### config.mk
export PLATFORM = sky130hd
export DESIGN_NAME = clkgen_ctl_regs
export DESIGN_NICKNAME = d
export VERILOG_FILES = /design/src/rtl/clkgen_ctl_pkg.sv /design/src/rtl/clkgen_lock_track.sv /design/src/rtl/clkgen_ctrl_reg.sv /design/src/rtl/clkgen_bw_reg.sv /design/src/rtl/clkgen_prog_reg.sv /design/src/rtl/clkgen_ctl_regs.sv
export SDC_FILE = /design/constraint.sdc
export NUM_CORES = 1
export LEC_CHECK = 0
export BUFFER_PORTS_ARGS = -buffer_cell sky130_fd_sc_hd__buf_2
export CAP_MARGIN = 30
export CELL_PAD_IN_SITES_DETAIL_PLACEMENT = 1
export CELL_PAD_IN_SITES_GLOBAL_PLACEMENT = 1
export CORE_ASPECT_RATIO = 0.8
export CORE_MARGIN = 2
export CORE_UTILIZATION = 31
export CTS_CLUSTER_SIZE = 12
export DETAILED_ROUTE_END_ITERATION = 8
export PLACE_DENSITY = 0.79
export SYNTH_ARGS = -nofsm -noshare
export SYNTH_HDL_FRONTEND = slang
export SYNTH_SLANG_ARGS = --single-unit
### constraint.sdc
create_clock -name clk -period 1.6 [get_ports clk]
set_input_delay 0.24 -clock clk [delete_from_list [all_inputs] [get_ports clk]]
set_output_delay 0.24 -clock clk [all_outputs]
set_load 0.005 [all_outputs]
### src/rtl/clkgen_ctl_pkg.sv
package clkgen_ctl_pkg;

    localparam int REG_W  = 8;
    localparam int NIB_W  = 4;

    localparam int CTRL_OFS = 0;
    localparam int BW_OFS   = 1;
    localparam int PROG_OFS = 2;

    localparam logic [NIB_W-1:0] MULT_RST   = 4'h6;
    localparam logic [NIB_W-1:0] VRANGE_RST = 4'h6;
    localparam logic             RUN_RST    = 1'b1;

    localparam logic [NIB_W-1:0] CTRL_PAD = {NIB_W{1'b1}};
    localparam logic [NIB_W-1:0] BW_PAD   = {NIB_W{1'b0}};

    typedef enum logic {
        LK_LOW  = 1'b0,
        LK_HIGH = 1'b1
    } lock_state_e;

endpackage

### src/rtl/clkgen_lock_track.sv
module clkgen_lock_track
    import clkgen_ctl_pkg::*;
(
    input  logic clk,
    input  logic rst_n,
    input  logic lock_i,
    output logic edge_o
);

    lock_state_e state_q;
    lock_state_e state_d;

    always_ff @(posedge clk) begin
        if (!rst_n) begin
            state_q <= LK_LOW;
        end else begin
            state_q <= state_d;
        end
    end

    always_comb begin
        state_d = state_q;
        edge_o  = 1'b0;
        unique case (state_q)
            LK_LOW: begin
                if (lock_i) begin
                    state_d = LK_HIGH;
                    edge_o  = 1'b1;
                end
            end
            LK_HIGH: begin
                if (!lock_i) begin
                    state_d = LK_LOW;
                    edge_o  = 1'b1;
                end
            end
            default: begin
                state_d = LK_LOW;
            end
        endcase
    end

    // a rising lock level always yields an edge pulse
    a_r9_rise_gives_edge: assert property (@(posedge clk) disable iff (!rst_n)
        $rose(lock_i) |-> edge_o);

endmodule

### src/rtl/clkgen_ctrl_reg.sv
module clkgen_ctrl_reg
    import clkgen_ctl_pkg::*;
(
    input  logic clk,
    input  logic rst_n,
    input  logic wr_en,
    input  logic rd_clr,
    input  logic wr_ie,
    input  logic wr_run,
    input  logic wr_base,
    input  logic auto_i,
    input  logic vrange_nz_i,
    input  logic lock_edge_i,
    output logic irq_en_o,
    output logic flag_o,
    output logic run_o,
    output logic base_o
);

    logic irq_en_q, flag_q, run_q, base_q;
    logic run_eff, base_eff;

    // base select holds run high; base itself needs the post-write run
    assign run_eff  = wr_run | base_q;
    assign base_eff = wr_base & run_eff & vrange_nz_i;

    always_ff @(posedge clk) begin
        if (!rst_n) begin
            irq_en_q <= 1'b0;
            run_q    <= RUN_RST;
            base_q   <= 1'b0;
        end else begin
            if (!auto_i) begin
                irq_en_q <= 1'b0;
            end else if (wr_en) begin
                irq_en_q <= wr_ie;
            end
            if (wr_en) begin
                run_q  <= run_eff;
                base_q <= base_eff;
            end
        end
    end

    always_ff @(posedge clk) begin
        if (!rst_n) begin
            flag_q <= 1'b0;
        end else if (!auto_i) begin
            flag_q <= 1'b0;
        end else if (lock_edge_i) begin
            flag_q <= 1'b1;
        end else if (rd_clr) begin
            flag_q <= 1'b0;
        end
    end

    assign irq_en_o = irq_en_q;
    assign flag_o   = flag_q;
    assign run_o    = run_q;
    assign base_o   = base_q;

    // base select only with a running loop and a non-zero range
    a_r7_base_needs_run: assert property (@(posedge clk) disable iff (!rst_n)
        base_q |-> (run_q && vrange_nz_i));

    // base select keeps the loop running into the next cycle
    a_r8_run_held: assert property (@(posedge clk) disable iff (!rst_n)
        base_q |=> run_q);

    // leaving automatic mode clears enable and flag
    a_r5_manual_clears: assert property (@(posedge clk) disable iff (!rst_n)
        !auto_i |=> (!irq_en_q && !flag_q));

    // a lock edge under automatic mode sets the flag
    a_r9_edge_sets_flag: assert property (@(posedge clk) disable iff (!rst_n)
        (auto_i && lock_edge_i) |=> flag_q);

endmodule

### src/rtl/clkgen_bw_reg.sv
module clkgen_bw_reg (
    input  logic clk,
    input  logic rst_n,
    input  logic wr_en,
    input  logic wr_auto,
    input  logic wr_acq,
    input  logic wr_xtal,
    output logic auto_o,
    output logic acq_o,
    output logic xtal_o
);

    logic auto_q, acq_q, xtal_q;

    always_ff @(posedge clk) begin
        if (!rst_n) begin
            auto_q <= 1'b0;
            acq_q  <= 1'b0;
            xtal_q <= 1'b0;
        end else if (wr_en) begin
            auto_q <= wr_auto;
            xtal_q <= wr_xtal;
            if (!auto_q) begin
                acq_q <= wr_acq;
            end
        end
    end

    assign auto_o = auto_q;
    assign acq_o  = acq_q;
    assign xtal_o = xtal_q;

    // stored tracking select holds through writes in automatic mode
    a_r6_acq_locked: assert property (@(posedge clk) disable iff (!rst_n)
        (wr_en && auto_q) |=> $stable(acq_q));

endmodule

### src/rtl/clkgen_prog_reg.sv
module clkgen_prog_reg
    import clkgen_ctl_pkg::*;
(
    input  logic             clk,
    input  logic             rst_n,
    input  logic             wr_en,
    input  logic             run_i,
    input  logic [REG_W-1:0] wdata,
    output logic [NIB_W-1:0] mult_o,
    output logic [NIB_W-1:0] vrange_o
);

    logic [NIB_W-1:0] mult_q, vrange_q;

    always_ff @(posedge clk) begin
        if (!rst_n) begin
            mult_q   <= MULT_RST;
            vrange_q <= VRANGE_RST;
        end else if (wr_en && !run_i) begin
            mult_q   <= wdata[REG_W-1:NIB_W];
            vrange_q <= wdata[NIB_W-1:0];
        end
    end

    assign mult_o   = mult_q;
    assign vrange_o = vrange_q;

    // a running loop cannot be retuned
    a_r4_prog_locked: assert property (@(posedge clk) disable iff (!rst_n)
        (wr_en && run_i) |=> ($stable(mult_q) && $stable(vrange_q)));

endmodule

### src/rtl/clkgen_ctl_regs.sv
module clkgen_ctl_regs
    import clkgen_ctl_pkg::*;
#(
    parameter int                ADDR_W    = 8,
    parameter logic [ADDR_W-1:0] BASE_ADDR = 8'h1C
) (
    input  logic              clk,
    input  logic              rst_n,
    input  logic [ADDR_W-1:0] bus_addr,
    input  logic              bus_wr,
    input  logic [REG_W-1:0]  bus_wdata,
    input  logic              bus_rd,
    output logic [REG_W-1:0]  bus_rdata,
    input  logic              pll_locked_i,
    input  logic              pll_track_i,
    output logic              pll_en_o,
    output logic              base_sel_o,
    output logic [NIB_W-1:0]  mult_o,
    output logic [NIB_W-1:0]  vrange_o,
    output logic              auto_o,
    output logic              acq_sel_o,
    output logic              xtal_chk_o,
    output logic              irq_o
);

    localparam logic [ADDR_W-1:0] CTRL_ADDR = BASE_ADDR + ADDR_W'(CTRL_OFS);
    localparam logic [ADDR_W-1:0] BW_ADDR   = BASE_ADDR + ADDR_W'(BW_OFS);
    localparam logic [ADDR_W-1:0] PROG_ADDR = BASE_ADDR + ADDR_W'(PROG_OFS);

    logic sel_ctrl, sel_bw, sel_prog;
    logic lock_edge;
    logic irq_en, flag, run, base, auto_m, acq_st, xtal;
    logic [NIB_W-1:0] mult, vrange;
    logic [REG_W-1:0] ctrl_byte, bw_byte, prog_byte;

    assign sel_ctrl = (bus_addr == CTRL_ADDR);
    assign sel_bw   = (bus_addr == BW_ADDR);
    assign sel_prog = (bus_addr == PROG_ADDR);

    clkgen_lock_track u_lock (
        .clk    (clk),
        .rst_n  (rst_n),
        .lock_i (pll_locked_i),
        .edge_o (lock_edge)
    );

    clkgen_ctrl_reg u_ctrl (
        .clk         (clk),
        .rst_n       (rst_n),
        .wr_en       (bus_wr && sel_ctrl),
        .rd_clr      (bus_rd && sel_ctrl),
        .wr_ie       (bus_wdata[7]),
        .wr_run      (bus_wdata[5]),
        .wr_base     (bus_wdata[4]),
        .auto_i      (auto_m),
        .vrange_nz_i (vrange != '0),
        .lock_edge_i (lock_edge),
        .irq_en_o    (irq_en),
        .flag_o      (flag),
        .run_o       (run),
        .base_o      (base)
    );

    clkgen_bw_reg u_bw (
        .clk     (clk),
        .rst_n   (rst_n),
        .wr_en   (bus_wr && sel_bw),
        .wr_auto (bus_wdata[7]),
        .wr_acq  (bus_wdata[5]),
        .wr_xtal (bus_wdata[4]),
        .auto_o  (auto_m),
        .acq_o   (acq_st),
        .xtal_o  (xtal)
    );

    clkgen_prog_reg u_prog (
        .clk      (clk),
        .rst_n    (rst_n),
        .wr_en    (bus_wr && sel_prog),
        .run_i    (run),
        .wdata    (bus_wdata),
        .mult_o   (mult),
        .vrange_o (vrange)
    );

    // bit 6 of the bandwidth register is a status read; writes to it are dropped
    logic unused_wbit6;
    assign unused_wbit6 = bus_wdata[6];

    always_comb begin
        ctrl_byte = {irq_en & auto_m, flag & auto_m, run, base, CTRL_PAD};
        bw_byte   = {auto_m, pll_locked_i & auto_m,
                     auto_m ? pll_track_i : acq_st, xtal, BW_PAD};
        prog_byte = {mult, vrange};
        if (sel_ctrl) begin
            bus_rdata = ctrl_byte;
        end else if (sel_bw) begin
            bus_rdata = bw_byte;
        end else if (sel_prog) begin
            bus_rdata = prog_byte;
        end else begin
            bus_rdata = '0;
        end
    end

    assign pll_en_o   = run;
    assign base_sel_o = base;
    assign mult_o     = mult;
    assign vrange_o   = vrange;
    assign auto_o     = auto_m;
    assign acq_sel_o  = acq_st;
    assign xtal_chk_o = xtal;
    assign irq_o      = irq_en & flag & auto_m;

    // interrupt request implies automatic mode is on
    a_r10_irq_needs_auto: assert property (@(posedge clk) disable iff (!rst_n)
        irq_o |-> auto_o);

endmodule

# Word-level counts from Yosys, hierarchy flattened
# Index checks and enable logic that the tools add are counted.
# classes
bitwise	10
n_eq_ne	3
muxes	9
reduce_logical	10
# op_table
op	count
8-bit by 5-bit == test with 1-bit output, second input constant	3
8-bit two-way mux	3
1-bit bitwise AND	7
1-bit logical AND	5
1-bit two-way mux	5
2-bit AND reduction	2
4-bit nonzero test	1
1-bit NOT	2
1-bit one-hot mux with 2 select lines	1
2-bit nonzero test	1
1-bit zero test	1
1-bit OR	1
# word_totals
elab_cells	42
in_bits	22
register_bits	16

# Depth between registers and ports, before layout
# depth
word_depth	4
depth_mapped	5
depth_no_buf	3

# By module
# Synthesis repeated with hierarchy kept, for this count alone.
# hier_totals
cells_unflattened	105
area_unflattened_um2	888.4
# by_module_without_submodules
module	seq_area_each_um2	cells_each	area_per_inst_um2	n_inst
clkgen_prog_reg	160.2	35	335.3	1
clkgen_ctl_regs	0.0	39	246.5	1
clkgen_ctrl_reg	80.1	17	152.6	1
clkgen_bw_reg	60.1	11	117.6	1
clkgen_lock_track	20.0	3	36.3	1

# Least setup slack after synthesis
# No wires, ideal clock.
# synth_path
path_type	in2reg
start	in bus_addr[0]
end	reg u_prog.mult_q[0] (netlist: u_prog.mult_o[0])
n_path_buf	2
arrival_ns	1.321
t_required_ns	1.528
slack_ns	0.208
stages	5
setup_time_ns	0.072
path_cell_list	buf_6 > or3b_1 > buf_6 > nor3_4 > mux2i_1
# synth_via
elab_chain_cells	3
# synth_lines
item	line	rtl
start: declaration	clkgen_ctl_regs.sv:9	input logic [ADDR_W-1:0] bus_addr,
8-bit by 5-bit == test with 1-bit output	clkgen_ctl_regs.sv:38	assign sel_prog = (bus_addr == PROG_ADDR);
1-bit logical AND	clkgen_ctl_regs.sv:79	.wr_en (bus_wr && sel_prog),
1-bit logical AND	clkgen_prog_reg.sv:19	end else if (wr_en && !run_i) begin
end signal: assignment	clkgen_prog_reg.sv:20	mult_q <= wdata[REG_W-1:NIB_W];
end: declaration	clkgen_prog_reg.sv:13	logic [NIB_W-1:0] mult_q, vrange_q;
# No other way between the ends.
# A chain may end at the register's enable or synchronous reset.

# Final worst setup path
# layout_path
start	reg u_bw.auto_q (netlist: u_bw.auto_o)
end	out bus_rdata[5]
# layout_via
elab_chain_cells	3
# layout_lines
item	line	rtl
start: declaration	clkgen_bw_reg.sv:13	logic auto_q, acq_q, xtal_q;
start signal: assignment	clkgen_bw_reg.sv:21	auto_q <= wr_auto;
1-bit two-way mux	clkgen_ctl_regs.sv:93	auto_m ? pll_track_i : acq_st, xtal, BW_PAD};
8-bit two-way mux	clkgen_ctl_regs.sv:97	end else if (sel_bw) begin
8-bit two-way mux	clkgen_ctl_regs.sv:95	if (sel_ctrl) begin
end: declaration	clkgen_ctl_regs.sv:13	output logic [REG_W-1:0] bus_rdata,
# No other way between the ends.

==> flow_summary.yaml <==
outcome:
  status: "complete, no violations"
cts:
  clock_path_buffers: 2
  clk_latency_ps: 260
  cts_sinks: 16
  cts_buffers: 3
  htreeDepth: 1
  cts_setup_buffers: 0
  cts_root_buf: "clkbuf_8"
  cts.clk_slew.worst_paths_ps: 70
  ctsHoldBuffers: 0
  cts_tree: "built"
synthesis:
  synth.distinct_cells: 33
  syn_area_per_cell_um2: 8.437
  synth_seq_cells: 16
  synthMuxAreaShare: 0.1102
  syn_area_um2: 919.6
  synth_top_area_share: 0.3483
  yosys.area.top_type: "dfxtp_1"
  synth-simple-area-share: 0.2381
  synthAdderAreaFrac: 0
  yosysWarnings: 0
  synth_flop_cell: "dfxtp_1"
  synth_xor_area_frac: 0.009524
  syn_inst: 109
  ys_top_cells_by_area: "dfxtp_1 (35%), mux2i_1 (9.8%), nand2_1 (6.5%)"
  synth_top_family_by_area: "simple AND/OR/NAND/NOR gates"
  synth_compound_area_frac: 0.2109
  synth-edff-count: 0
  syn-num-nets: 131
  seq_area_frac_synth: 0.3483
  async_flop_share: 0
routing:
  totalWireLength_um: 2996
  drtAntennaViolNets: 0
  wl_per_cell_um: 15.69
  drt_iter0_drc: 40
  dr.pass1.iters: 4
  vias: 997
  route.detailed.drc: 0
  vias_per_cell: 5.220
global_route:
  antenna_found_initial: 0
  grt_max_degree: 20
  grt_pass1_vias: 1006
  grt_overflow: 0
  grt.total_usage: 0.1862
  grt_pass1_wl_um: 4747
timing:
  fin_ws_ps: 85.58
  period_needed_ps: 1514
  finClkSkew_ps: 1.399
  hold_viol: 0
  worst_pin_slew_ps: 404.9
  period_share: 0.9465
  max_freq_ghz: 0.6603
  rsz0062_at_grt: "no"
  slew_viol_final: 0
  setup_viol: 0
  slew_headroom: 0.7300
  setup_tns_ps: 0
placed_design:
  place_area_um2: 1170
  io_buffers: 43
  place_hpwl_um: 2287
  gp_congestion: 0.7769
  post-place-ws_ps: 45.16
layout:
  fill_cells: 369
  area_growth_pct: 34.29
  diodes: 0
  finish.utilization: 0.4432
  design_area_um2: 1235
  drive_above_1_share: 0.3725
  layout.nets: 176
floorplan:
  core_area_um2: 2786
  die_x_um: 64.90
  ios: 44
  dieArea_um2: 3421
  initial_core_util: 0.3300
  dieHeight_um: 52.72
  rows: 17
critical_path:
  worst_setup_path_end_kind: "output pin"
  r2r_slack_ps: 250
  arrival_ps: 1270
  startpoint_type: "flop"
  crit_required_ps: 1360
  crit_type: "reg -> out"
  crit_fanout: 6
power_and_ir_drop:
  leakage_nw: 0.5824
  vdd_ir_drop_max_mv: 0.3385
  power.density_nw_per_um2: 705.4
flow_run:
  maxCapViolCount: 0
min_path:
  min-delay-path-class: "in -> reg"
## worst max-delay path, stage by stage, from the launching register on
cell,delay [ps]
dfxtp_4,360
mux2i_1,130
a211o_1,270
a21oi_2,120
buf_2,120
## path summary, 6_finish.rpt
kind,from,cells after the start,to
worst min register to register,u_prog.mult_o[0],2,u_prog.mult_o[0]
worst max-delay path,u_bw.auto_o,4,bus_rdata[5]
worst min-delay path,pll_locked_i,2,u_lock.state_q
worst max register to register,u_ctrl.run_o,3,u_prog.vrange_o[0]
## area by class of cell
class / count / area [um^2] / share of cell area
multi-input combinational: 77 / 529.3 / 0.4286
tap: 38 / 47.55 / 0.03850
timing repair buffer: 47 / 245.2 / 0.1986
sequential: 16 / 324.1 / 0.2624
inverter: 9 / 33.78 / 0.02736
clock buffer: 4 / 55.05 / 0.04458
## stage by stage
stage / power (mW) / cells / hold slack, ps
3_5_place_dp: 0.5038 / 187 / 473.0
3_3_place_gp: 0.5000 / 187 / 457.8
5_1_grt: 0.9044 / 191 / 221.0
6_report: 0.8711 / 191 / 226.5
2_1_floorplan: 0.4603 / 109 / 361.7
4_1_cts: 0.8743 / 191 / 230.9
## where the power goes
group	switching, mW	internal, mW	leakage (nW)
registers	0.000940	0.398	0.130
clock network	0.158	0.219	0.0288
logic	0.0534	0.0419	0.424
## logic make-up (layout without fill, tap and decap cells)
logic type | Yosys count | after routing
xor gates and xnor gates | 1 | 1
and+or+nand+nor | 38 | 38
buffers and inverters | 16 | 60
muxes | 10 | 10
AOI/OAI and AO/OA | 28 | 28
DFF | 16 | 16
## what timing repair did
action	4_1_cts	5_1_grt
pin swaps	0	1
setup endpoints to repair	1	5
hold endpoints to repair	0	0
gates resized for setup	1	3
## layer usage
layer	vias to the layer above	global-route usage	part of all wire	routed length (um)
met4	0	0.06028	0.010	31
met2	42	0.3316	0.48	1430
met3	5	0.05591	0.078	235
li1	484	-	-	-
met1	466	0.2145	0.43	1300
met5	-	0	0	0
## flip-flops by register name, indices dropped and copies added, names as in the netlist
signal,count
u_ctrl.irq_en_o,1
u_prog.vrange_o,4
u_bw.acq_o,1
u_ctrl.flag_o,1
u_prog.mult_o,4
u_bw.xtal_o,1
u_ctrl.base_o,1
u_bw.auto_o,1
u_lock.state_q,1
u_ctrl.run_o,1
## placed cells by master (no fill, tap or decap), types with 2 or more instances in the layout
cell      instances
a21oi_1           8
buf_2            43
buf_4             4
clkbuf_8          4
dfxtp_1          15
inv_1             9
mux2i_1           9
nand2_1          15
nand4_1           3
nor2_1            4
nor2b_1           5
o21ai_0           2
o311ai_0          4
o31ai_1           6
## cells in the mapped netlist (2+ instances only)
cell / number
a21oi_1: 9
buf_6: 2
clkbuf_1: 4
dfxtp_1: 16
inv_1: 9
mux2i_1: 9
nand2_1: 16
nand4_1: 3
nor2_1: 4
nor2b_1: 5
o21ai_0: 2
o311ai_0: 4
o31ai_1: 6
Note: power is estimated with default switching activity, not from simulation.
